[src/rtl/uart_rxq_pkg.sv]
package uart_rxq_pkg;
  localparam int unsigned BYTE_W = 8;

  typedef struct packed {
    logic              brk;
    logic              ferr;
    logic              perr;
    logic [BYTE_W-1:0] data;
  } rxq_entry_t;

  function automatic logic entry_tagged(input rxq_entry_t e);
    return e.brk | e.ferr | e.perr;
  endfunction
endpackage

[src/rtl/rxq_break_filter.sv]
module rxq_break_filter
  import uart_rxq_pkg::*;
(
  input  logic              clk,
  input  logic              rst_n,
  input  logic              in_valid,
  input  logic [BYTE_W-1:0] in_byte,
  input  logic              in_perr,
  input  logic              in_ferr,
  input  logic              in_brk,
  output logic              out_valid,
  output rxq_entry_t        out_entry
);
  logic brk_run_q, brk_run_d;

  always_comb begin
    brk_run_d = brk_run_q;
    if (in_valid) brk_run_d = in_brk;
  end

  always_ff @(posedge clk or negedge rst_n) begin
    if (!rst_n) brk_run_q <= 1'b0;
    else if (in_valid) brk_run_q <= brk_run_d;
  end

  always_comb begin
    out_valid = in_valid & ~(in_brk & brk_run_q);
    if (in_brk) begin
      out_entry.data = '0;
      out_entry.brk  = 1'b1;
      out_entry.ferr = 1'b1;
      out_entry.perr = 1'b0;
    end else begin
      out_entry.data = in_byte;
      out_entry.brk  = 1'b0;
      out_entry.ferr = in_ferr;
      out_entry.perr = in_perr;
    end
  end

  // a break that continues the current break run is never forwarded
  a_r5_break_once: assert property (@(posedge clk) disable iff (!rst_n)
    (in_valid && in_brk && brk_run_q) |-> !out_valid);
endmodule

[src/rtl/rxq_store.sv]
module rxq_store
  import uart_rxq_pkg::*;
#(
  parameter int unsigned DEPTH = 128
) (
  input  logic       clk,
  input  logic       rst_n,
  input  logic       push,
  input  rxq_entry_t push_entry,
  input  logic       pop,
  output rxq_entry_t head,
  output logic       not_empty,
  output logic       any_tagged,
  output logic       overflow
);
  localparam int unsigned AW = (DEPTH > 1) ? $clog2(DEPTH) : 1;
  localparam int unsigned CW = $clog2(DEPTH + 1);
  localparam logic [CW-1:0] FULL_CNT = CW'(DEPTH);
  localparam logic [AW-1:0] LAST_PTR = AW'(DEPTH - 1);

  rxq_entry_t   mem [DEPTH];
  logic [AW-1:0] wr_ptr_q, wr_ptr_d, rd_ptr_q, rd_ptr_d;
  logic [CW-1:0] cnt_q, cnt_d, tag_q, tag_d;
  logic full, empty, push_ok, pop_ok;

  assign full      = (cnt_q == FULL_CNT);
  assign empty     = (cnt_q == '0);
  assign pop_ok    = pop & ~empty;
  assign push_ok   = push & (~full | pop_ok);
  assign overflow  = push & full & ~pop_ok;
  assign head      = mem[rd_ptr_q];
  assign not_empty = ~empty;
  assign any_tagged = (tag_q != '0);

  always_comb begin
    wr_ptr_d = wr_ptr_q;
    rd_ptr_d = rd_ptr_q;
    cnt_d    = cnt_q;
    tag_d    = tag_q;
    if (push_ok) wr_ptr_d = (wr_ptr_q == LAST_PTR) ? '0 : wr_ptr_q + 1'b1;
    if (pop_ok)  rd_ptr_d = (rd_ptr_q == LAST_PTR) ? '0 : rd_ptr_q + 1'b1;
    case ({push_ok, pop_ok})
      2'b10:   cnt_d = cnt_q + 1'b1;
      2'b01:   cnt_d = cnt_q - 1'b1;
      default: cnt_d = cnt_q;
    endcase
    case ({push_ok & entry_tagged(push_entry), pop_ok & entry_tagged(head)})
      2'b10:   tag_d = tag_q + 1'b1;
      2'b01:   tag_d = tag_q - 1'b1;
      default: tag_d = tag_q;
    endcase
  end

  always_ff @(posedge clk or negedge rst_n) begin
    if (!rst_n) begin
      wr_ptr_q <= '0;
      rd_ptr_q <= '0;
      cnt_q    <= '0;
      tag_q    <= '0;
    end else begin
      wr_ptr_q <= wr_ptr_d;
      rd_ptr_q <= rd_ptr_d;
      cnt_q    <= cnt_d;
      tag_q    <= tag_d;
    end
  end

  always_ff @(posedge clk) begin
    if (push_ok) mem[wr_ptr_q] <= push_entry;
  end

  a_r1_count_bound: assert property (@(posedge clk) disable iff (!rst_n)
    cnt_q <= FULL_CNT);
  a_r3_tags_within_count: assert property (@(posedge clk) disable iff (!rst_n)
    tag_q <= cnt_q);
  a_r6_full_holds: assert property (@(posedge clk) disable iff (!rst_n)
    (push && full && !pop) |=> (cnt_q == FULL_CNT));
  a_r12_empty_pop: assert property (@(posedge clk) disable iff (!rst_n)
    (pop && empty && !push) |=> (cnt_q == '0));
  a_r8_full_swap: assert property (@(posedge clk) disable iff (!rst_n)
    (push && pop && full) |=> (cnt_q == FULL_CNT));
endmodule

[src/rtl/rxq_ovr_flag.sv]
module rxq_ovr_flag (
  input  logic clk,
  input  logic rst_n,
  input  logic set,
  input  logic clr,
  output logic flag
);
  logic flag_d;

  always_comb begin
    flag_d = flag;
    if (clr) flag_d = 1'b0;
    if (set) flag_d = 1'b1;
  end

  always_ff @(posedge clk or negedge rst_n) begin
    if (!rst_n) flag <= 1'b0;
    else        flag <= flag_d;
  end

  a_r6_overrun_sets: assert property (@(posedge clk) disable iff (!rst_n)
    set |=> flag);
  a_r7_read_clears: assert property (@(posedge clk) disable iff (!rst_n)
    (clr && !set) |=> !flag);
endmodule

[src/rtl/uart_rxq_lsr.sv]
module uart_rxq_lsr
  import uart_rxq_pkg::*;
#(
  parameter int unsigned DEPTH = 128
) (
  input  logic       clk,
  input  logic       rst_n,
  input  logic       rx_valid,
  input  logic [7:0] rx_byte,
  input  logic       rx_perr,
  input  logic       rx_ferr,
  input  logic       rx_brk,
  input  logic       rd_pop,
  input  logic       lsr_rd,
  input  logic       tx_fifo_empty,
  input  logic       tx_shift_empty,
  input  logic       tx_wr,
  output logic [7:0] rd_byte,
  output logic [7:0] lsr
);
  logic [1:0] rst_sync_q;
  logic       rst_i;
  logic       f_valid;
  rxq_entry_t f_entry, head;
  logic       not_empty, any_tagged, overflow, ovr_flag;
  logic       thr_empty;

  always_ff @(posedge clk or negedge rst_n) begin
    if (!rst_n) rst_sync_q <= 2'b00;
    else        rst_sync_q <= {rst_sync_q[0], 1'b1};
  end
  assign rst_i = rst_sync_q[1];

  rxq_break_filter u_brk (
    .clk(clk), .rst_n(rst_i),
    .in_valid(rx_valid), .in_byte(rx_byte),
    .in_perr(rx_perr), .in_ferr(rx_ferr), .in_brk(rx_brk),
    .out_valid(f_valid), .out_entry(f_entry)
  );

  rxq_store #(.DEPTH(DEPTH)) u_store (
    .clk(clk), .rst_n(rst_i),
    .push(f_valid), .push_entry(f_entry), .pop(rd_pop),
    .head(head), .not_empty(not_empty),
    .any_tagged(any_tagged), .overflow(overflow)
  );

  rxq_ovr_flag u_ovr (
    .clk(clk), .rst_n(rst_i),
    .set(overflow), .clr(lsr_rd), .flag(ovr_flag)
  );

  assign thr_empty = tx_fifo_empty & ~tx_wr;
  assign rd_byte   = head.data;

  always_comb begin
    lsr[0] = not_empty;
    lsr[1] = ovr_flag;
    lsr[2] = not_empty & head.perr;
    lsr[3] = not_empty & head.ferr;
    lsr[4] = not_empty & head.brk;
    lsr[5] = thr_empty;
    lsr[6] = thr_empty & tx_shift_empty;
    lsr[7] = any_tagged;
  end

  a_r10_temt_implies_thre: assert property (@(posedge clk) disable iff (!rst_i)
    lsr[6] |-> lsr[5]);
  a_r3_summary_needs_data: assert property (@(posedge clk) disable iff (!rst_i)
    lsr[7] |-> lsr[0]);
  a_r4_head_tags_need_data: assert property (@(posedge clk) disable iff (!rst_i)
    (lsr[2] || lsr[3] || lsr[4]) |-> lsr[0]);
endmodule

[config.mk]
export PLATFORM = sky130hd
export DESIGN_NAME = uart_rxq_lsr
export DESIGN_NICKNAME = d
export VERILOG_FILES = /design/src/rtl/uart_rxq_pkg.sv /design/src/rtl/rxq_break_filter.sv /design/src/rtl/rxq_store.sv /design/src/rtl/rxq_ovr_flag.sv /design/src/rtl/uart_rxq_lsr.sv
export SDC_FILE = /design/constraint.sdc
export NUM_CORES = 2
export LEC_CHECK = 0
export CAP_MARGIN = 20
export CELL_PAD_IN_SITES_DETAIL_PLACEMENT = 1
export CELL_PAD_IN_SITES_GLOBAL_PLACEMENT = 2
export CORE_UTILIZATION = 55
export CTS_CLUSTER_DIAMETER = 100
export CTS_CLUSTER_SIZE = 30
export DETAILED_ROUTE_END_ITERATION = 10
export DONT_BUFFER_PORTS = 1
export PLACE_DENSITY_LB_ADDON = 0.3
export SLEW_MARGIN = 10
export SYNTH_ARGS = -nofsm -noshare
export SYNTH_HDL_FRONTEND = slang
export SYNTH_SLANG_ARGS = --single-unit
export TNS_END_PERCENT = 50
[constraint.sdc]
create_clock -name clk -period 6.2 [get_ports clk]
set_clock_uncertainty 0.2 [all_clocks]
set_input_delay 0.31 -clock clk [delete_from_list [all_inputs] [get_ports clk]]
set_output_delay 0.31 -clock clk [all_outputs]
set_load 0.1 [all_outputs]
Yosys cells after proc, flatten, opt, wreduce, memory -nomap -nowiden
Memories as Yosys holds them, arrays and structs flattened. Index checks and enable logic that the tools add are counted. W data, S select, Z words.

Register bits: 34. Bits in latches: 0. Bits in writable memories: 1408. Memory bits (read-only): 0. Input bits: 19. Output and inout bits: 16. Memories kept: 1.

Memory list: u_store.mem (words 128, bits a word 11, read ports 1, clocked after Yosys merged registers in 0, wr ports 1, RTL line rxq_store.sv:21) `rxq_entry_t mem [DEPTH];`.

Add/sub/neg operators: 6. $mul: 0. Div/mod/pow operators: 0. Magnitude comparators: 0. Equality and inequality tests: 7. Shifts and indexed selects: 0. Mux-type cells: 9. Bitwise operators: 23. Reduce and logical (&&, ||, !) cells: 5.

Operator list (number): $pmux W8 S2 (2); $add A8 B1 Y8 const B (2); $sub A8 B1 Y8 const B (2); $add A7 B1 Y7 const B (2); $eq A7 B7 Y1 const B (2); $mux W7 (2); $and A1 B1 Y1 (13); $mux W11 (1); $eq A8 B8 Y1 const B (1); $logic_not A8 Y1 (1); $reduce_bool A8 Y1 (1); $reduce_bool A2 Y1 (3); $not A1 Y1 (5); $or A1 B1 Y1 (5); $eq A2 B1 Y1 const B (2); $eq A2 B2 Y1 const B (2); $mux W1 (4).

Depth between registers and ports, before layout
Depth after elaboration: 8. Mapped depth: 21.

Cells and area by module
A second synthesis with hierarchy kept.

Cells, all modules: 2456. Area total of the unflattened synthesis: 56150.1 sq um.

By module, submodules not included: rxq_store (instances 1, cells an instance 2426, area each 55866.1 sq um, sequential area each 43031.3 sq um); rxq_break_filter (instances 1, cells an instance 15, area each 130.1 sq um, sequential area each 25.0 sq um); uart_rxq_lsr (instances 1, cells an instance 12, area each 117.6 sq um, sequential area each 50.0 sq um); rxq_ovr_flag (instances 1, cells an instance 3, area each 36.3 sq um, sequential area each 25.0 sq um).

Least setup slack after synthesis
No wires, ideal clock.

Path kind: input port to flip-flop. Start point: input rx_brk. End point: memory u_store.mem[0][0] in the netlist's numbering (data pin). Arrival time: 3645 ps. Data required time: 5175 ps. Slack: 1530 ps. Cell stages on the path: 2. Path buffers: 1. Path through: clkbuf_1 > nor2b_1.

RTL lines: start, declared (RTL line uart_rxq_lsr.sv:12) `input logic rx_brk,`; end, declared (RTL line rxq_store.sv:21).

Worst setup path after layout
Start point: register u_store.rd_ptr_q[0]. End point: register u_store.tag_q[7].

Cells in the longest elaborated chain, start to end: 6. Elaborated cells on any way between the ends: 8.

Ends and longest elaborated chain: start, declared (RTL line rxq_store.sv:22) `logic [AW-1:0] wr_ptr_q, wr_ptr_d, rd_ptr_q, rd_ptr_d;`; start signal, assigned (RTL line rxq_store.sv:62) `rd_ptr_q <= rd_ptr_d;`; $mem_v2 Z128 W11 (*); $or A1 B1 Y1 (RTL line uart_rxq_pkg.sv:12) `return e.brk | e.ferr | e.perr;`; $or A1 B1 Y1 (*) (RTL line uart_rxq_pkg.sv:12); $and A1 B1 Y1 (*) (RTL line rxq_store.sv:47) `case ({push_ok & entry_tagged(push_entry), pop_ok & entry_tagged(head)})`; $eq A2 B1 Y1 or $eq A2 B2 Y1 (tied branches) (RTL line rxq_store.sv:47); $pmux W8 S2 or $reduce_bool A2 Y1 (tied branches); end signal, assigned (RTL line rxq_store.sv:64) `tag_q <= tag_d;`; end, declared (RTL line rxq_store.sv:23) `logic [CW-1:0] cnt_q, cnt_d, tag_q, tag_d;`.

Every way passes the cells marked *; elsewhere a longest branch is shown, timed or not. A chain may end at the register's enable or synchronous reset.

==> metrics.md <==
| Metric | Value |
|---|---|
| Outcome | finished clean |
| Worst path arrival time | 6.19 ns |
| Total CTS buffers | 54 |
| Post-Synthesis Mean Instance Area | 22.3 um2 |
| CTS root buf | clkbuf_16 |
| Yosys warning count | 0 |
| P_leak | 0.0189 uW |
| PwrDens | 404 nW/um2 |
| Sink Count | 1442 |
| Unrepaired setup endpoints after global routing | no |
| Setup crit end | u_store.tag_q[7]$_DFFE_PN0P_ |
| Least-Margin Pin Slew | 1.20 ns |
| Average wire per standard cell | 34.0 um |
| Area contributors post-synth | edfxtp_1 (75%), mux4_2 (17%), dfrtp_1 (1.5%) |
| Reg2reg start | u_store.rd_ptr_q[0]$_DFFE_PN0N_ |
| # resized after CTS | 0 |
| Final hold vios | 0 |
| Largest net degree at the start of global routing | 131 |
| Element type at the critical path start | flip-flop |
| Die ar. | 104000 um2 |
| Post-synth EDFFs | 1408 |
| Max Freq | 173 MHz |
| H-Tree Depth | 2 |
| Asr flop ratio synth | 2.36% |
| CTS Buffer Depth | 3 |
| Final Cycle Share | 93.1% |
| Post-route ant nets | 0 |
| Std cell rows | 116 |
| GRT Total Usage | 27.0% |
| Final net count | 2683 |
| Global-route wire length before repair | 198000 um |
| Die height | 322 um |
| Initial core utilization | 55.9% |
| Most instantiated library cell after synthesis | edfxtp_1 |
| Clock slew at reported path FFs | 0.12 ns |
| CP Launch Point | u_store.rd_ptr_q[0]$_DFFE_PN0N_ |
| Ratio of cells with drive above 1 in the final layout | 26.6% |
| Final Wtd Congestion | 0.853 |
| Reg2reg path depth | 17 |
| Worst-Skew Late Latency | 0.71 ns |
| Antenna violations before repair | 12 |
| Placement Setup Slack | 0.340 ns |
| Hold Crit Class | primary input to flip-flop |
| CP Max Fanout | 27 |
| Worst R2R Setup Slack | 0.43 ns |
| Synth area leader | edfxtp_1 |
| Max Cap Viol | 0 |
| Via count | 26.5k |
| Worst path required time | 6.62 ns |
| Setup Viol. Count Final | 0 |
| Vias per cell | 6.56 |
| Post-synthesis sequential area ratio | 76.6% |
| Final period demand of the worst path | 5.77 ns |
| Syn Nets | 2558 |
| Final setup margin | 0.426 ns |
| DR pass1 iterations | 6 |
| Inst Count DP | 3901 |
| Cell variety after synth | 62 |
| Rel. slew slack | 20.0% |
| Maximum vdd ir drop | 0.625 mV |
| Final Non-Filler Cells | 4040 |
| Top-area cell type share of the netlist area | 75.1% |
| Top FF cell, synth | edfxtp_1 |
| DP HPWL | 88500 um |
| Top Ports | 35 |
| #FFs+latches synth | 1442 |
| Routed WL | 138000 um |
| Post-Syn Area | 56300 um2 |
| Reg2reg end | u_store.tag_q[7]$_DFFE_PN0P_ |
| Most common library cells after synthesis | edfxtp_1 (1408), mux4_2 (417), nor2_1 (158), nand2_1 (76), clkbuf_1 (52) |
| Worst setup EP type | flip-flop |
| Critical path class | flip-flop to flip-flop |
| Final core utilization | 60.4% |
| DRC | 0 |
| Vias in the first global route | 27.5k |
| Setup TNS Final | 0 ns |
| Placeable Area | 101000 um2 |
| Grt ovf | 0 |
| Layout area overhead | 8.13% |
| Initial detailed-routing violation count | 3561 |
| Final hold slack | 0.0326 ns |
| Slew Limit Fails | 0 |
| CTS tree | built |
| Syn Inst Count | 2521 |
| Number of port buffers | 0 |
| Die X | 322 um |
[kinds of logic after synthesis]
kind of cell | after synthesis | share of synthesized area [%]
buffers and inverters | 149 | 1.26
xor gates and xnor gates | 23 | 0.358
DFF | 1442 | 76.6
AOI/OAI and AO/OA | 113 | 1.40
and+or+nand+nor | 311 | 2.39
other | 1 | 0.00666
muxes | 464 | 17.5
adders and majority gates | 18 | 0.427
[state kept, by name, summed over array words and instances (netlist names)]
signal,flops
u_store.tag_q,8
u_store.mem,1408
u_store.cnt_q,8
u_ovr.flag,1
rst_sync_q,2
u_brk.brk_run_q,1
u_store.rd_ptr_q,7
u_store.wr_ptr_q,7
[metrics by stage]
step           instance area (um2)  power, uW
2_1_floorplan                56300      17400
3_5_place_dp                 58800      20100
3_3_place_gp                 58500      19900
4_1_cts                      60500      24600
6_report                     60900      24600
5_1_grt                      60900      25400
[critical path, cell delays in order, from the launching register on]
cell      delay [ns]
dfrtp_4         0.73
buf_12          0.31
buf_4           0.38
mux2i_1         0.16
mux2_2          0.28
a21oi_1         0.45
o32a_1          0.25
nor2_1          0.05
a21oi_1         0.45
ha_1            0.49
ha_1            0.31
a21o_1          0.18
a21oi_1         0.25
o21bai_1        0.13
a2111o_1        0.43
and3_1          0.17
nor3_1          0.23
xor2_1          0.16
[worst min-delay path by stage]
stage	from	end	cells after the start
2_1_floorplan	rst_n	rst_sync_q[0]$_DFF_PN0_	0
3_3_place_gp	rst_n	rst_sync_q[0]$_DFF_PN0_	0
3_5_place_dp	rst_n	rst_sync_q[1]$_DFF_PN0_	0
4_1_cts	rx_brk	u_store.mem[113][3]$_DFFE_PP_	2
5_1_grt	rx_perr	u_store.mem[126][8]$_DFFE_PP_	2
6_report	rx_brk	u_store.mem[123][2]$_DFFE_PP_	2
[metal layers]
layer	part of all wire [%]	track usage, %	wire length (um)
met2	50	44.2	68400
met4	1.9	5.20	2570
met1	41	39.3	56700
met3	7.2	4.27	9840
met5	0	0	0
[cell type report]
type	instances	area, um2
well taps	1357	1700
clock buffers	88	1550
repair buffers	202	1830
fillers	8330	39900
inverters	16	60.1
multi-input cells	930	12600
diodes	1	2.50
flip-flops and latches	1442	43100
clock inverters	4	32.5
[power by group]
| part | internal [uW] | total [uW] | leakage (uW) | switching [uW] |
|---|---|---|---|---|
| combinational | 3690 | 8940 | 0.00497 | 5250 |
| clock | 1750 | 4530 | 0.000761 | 2780 |
| sequential | 10900 | 11100 | 0.0132 | 227 |
| total | 16300 | 24600 | 0.0189 | 8260 |
[cells in the final DEF (no fill, tap or decap), drive strengths merged, types with 5 or more instances in the layout]
| cell type | count |
|---|---|
| dfrtp | 34 |
| nor2 | 158 |
| mux2 | 13 |
| mux4 | 417 |
| xor2 | 7 |
| a211oi | 6 |
| buf | 193 |
| dlygate4sd3 | 9 |
| o221ai | 5 |
| and2 | 7 |
| nand4 | 5 |
| o22ai | 5 |
| a21oi | 19 |
| mux2i | 34 |
| xnor2 | 16 |
| clkbuf | 88 |
| nand3 | 11 |
| nand2 | 76 |
| o21ai | 25 |
| nor2b | 23 |
| inv | 17 |
| a22oi | 8 |
| ha | 16 |
| nor3 | 8 |
| and3 | 5 |
| edfxtp | 1408 |
| nand3b | 5 |
| a22o | 7 |
[repair_timing]
action | in CTS | in global routing
hold buffers | 9 | 1
hold endpoints to repair | 187 | 49
setup buffers | 0 | 1
endpoints found under the setup margin | 0 | 1
Note: power is estimated with default switching activity, not from simulation.
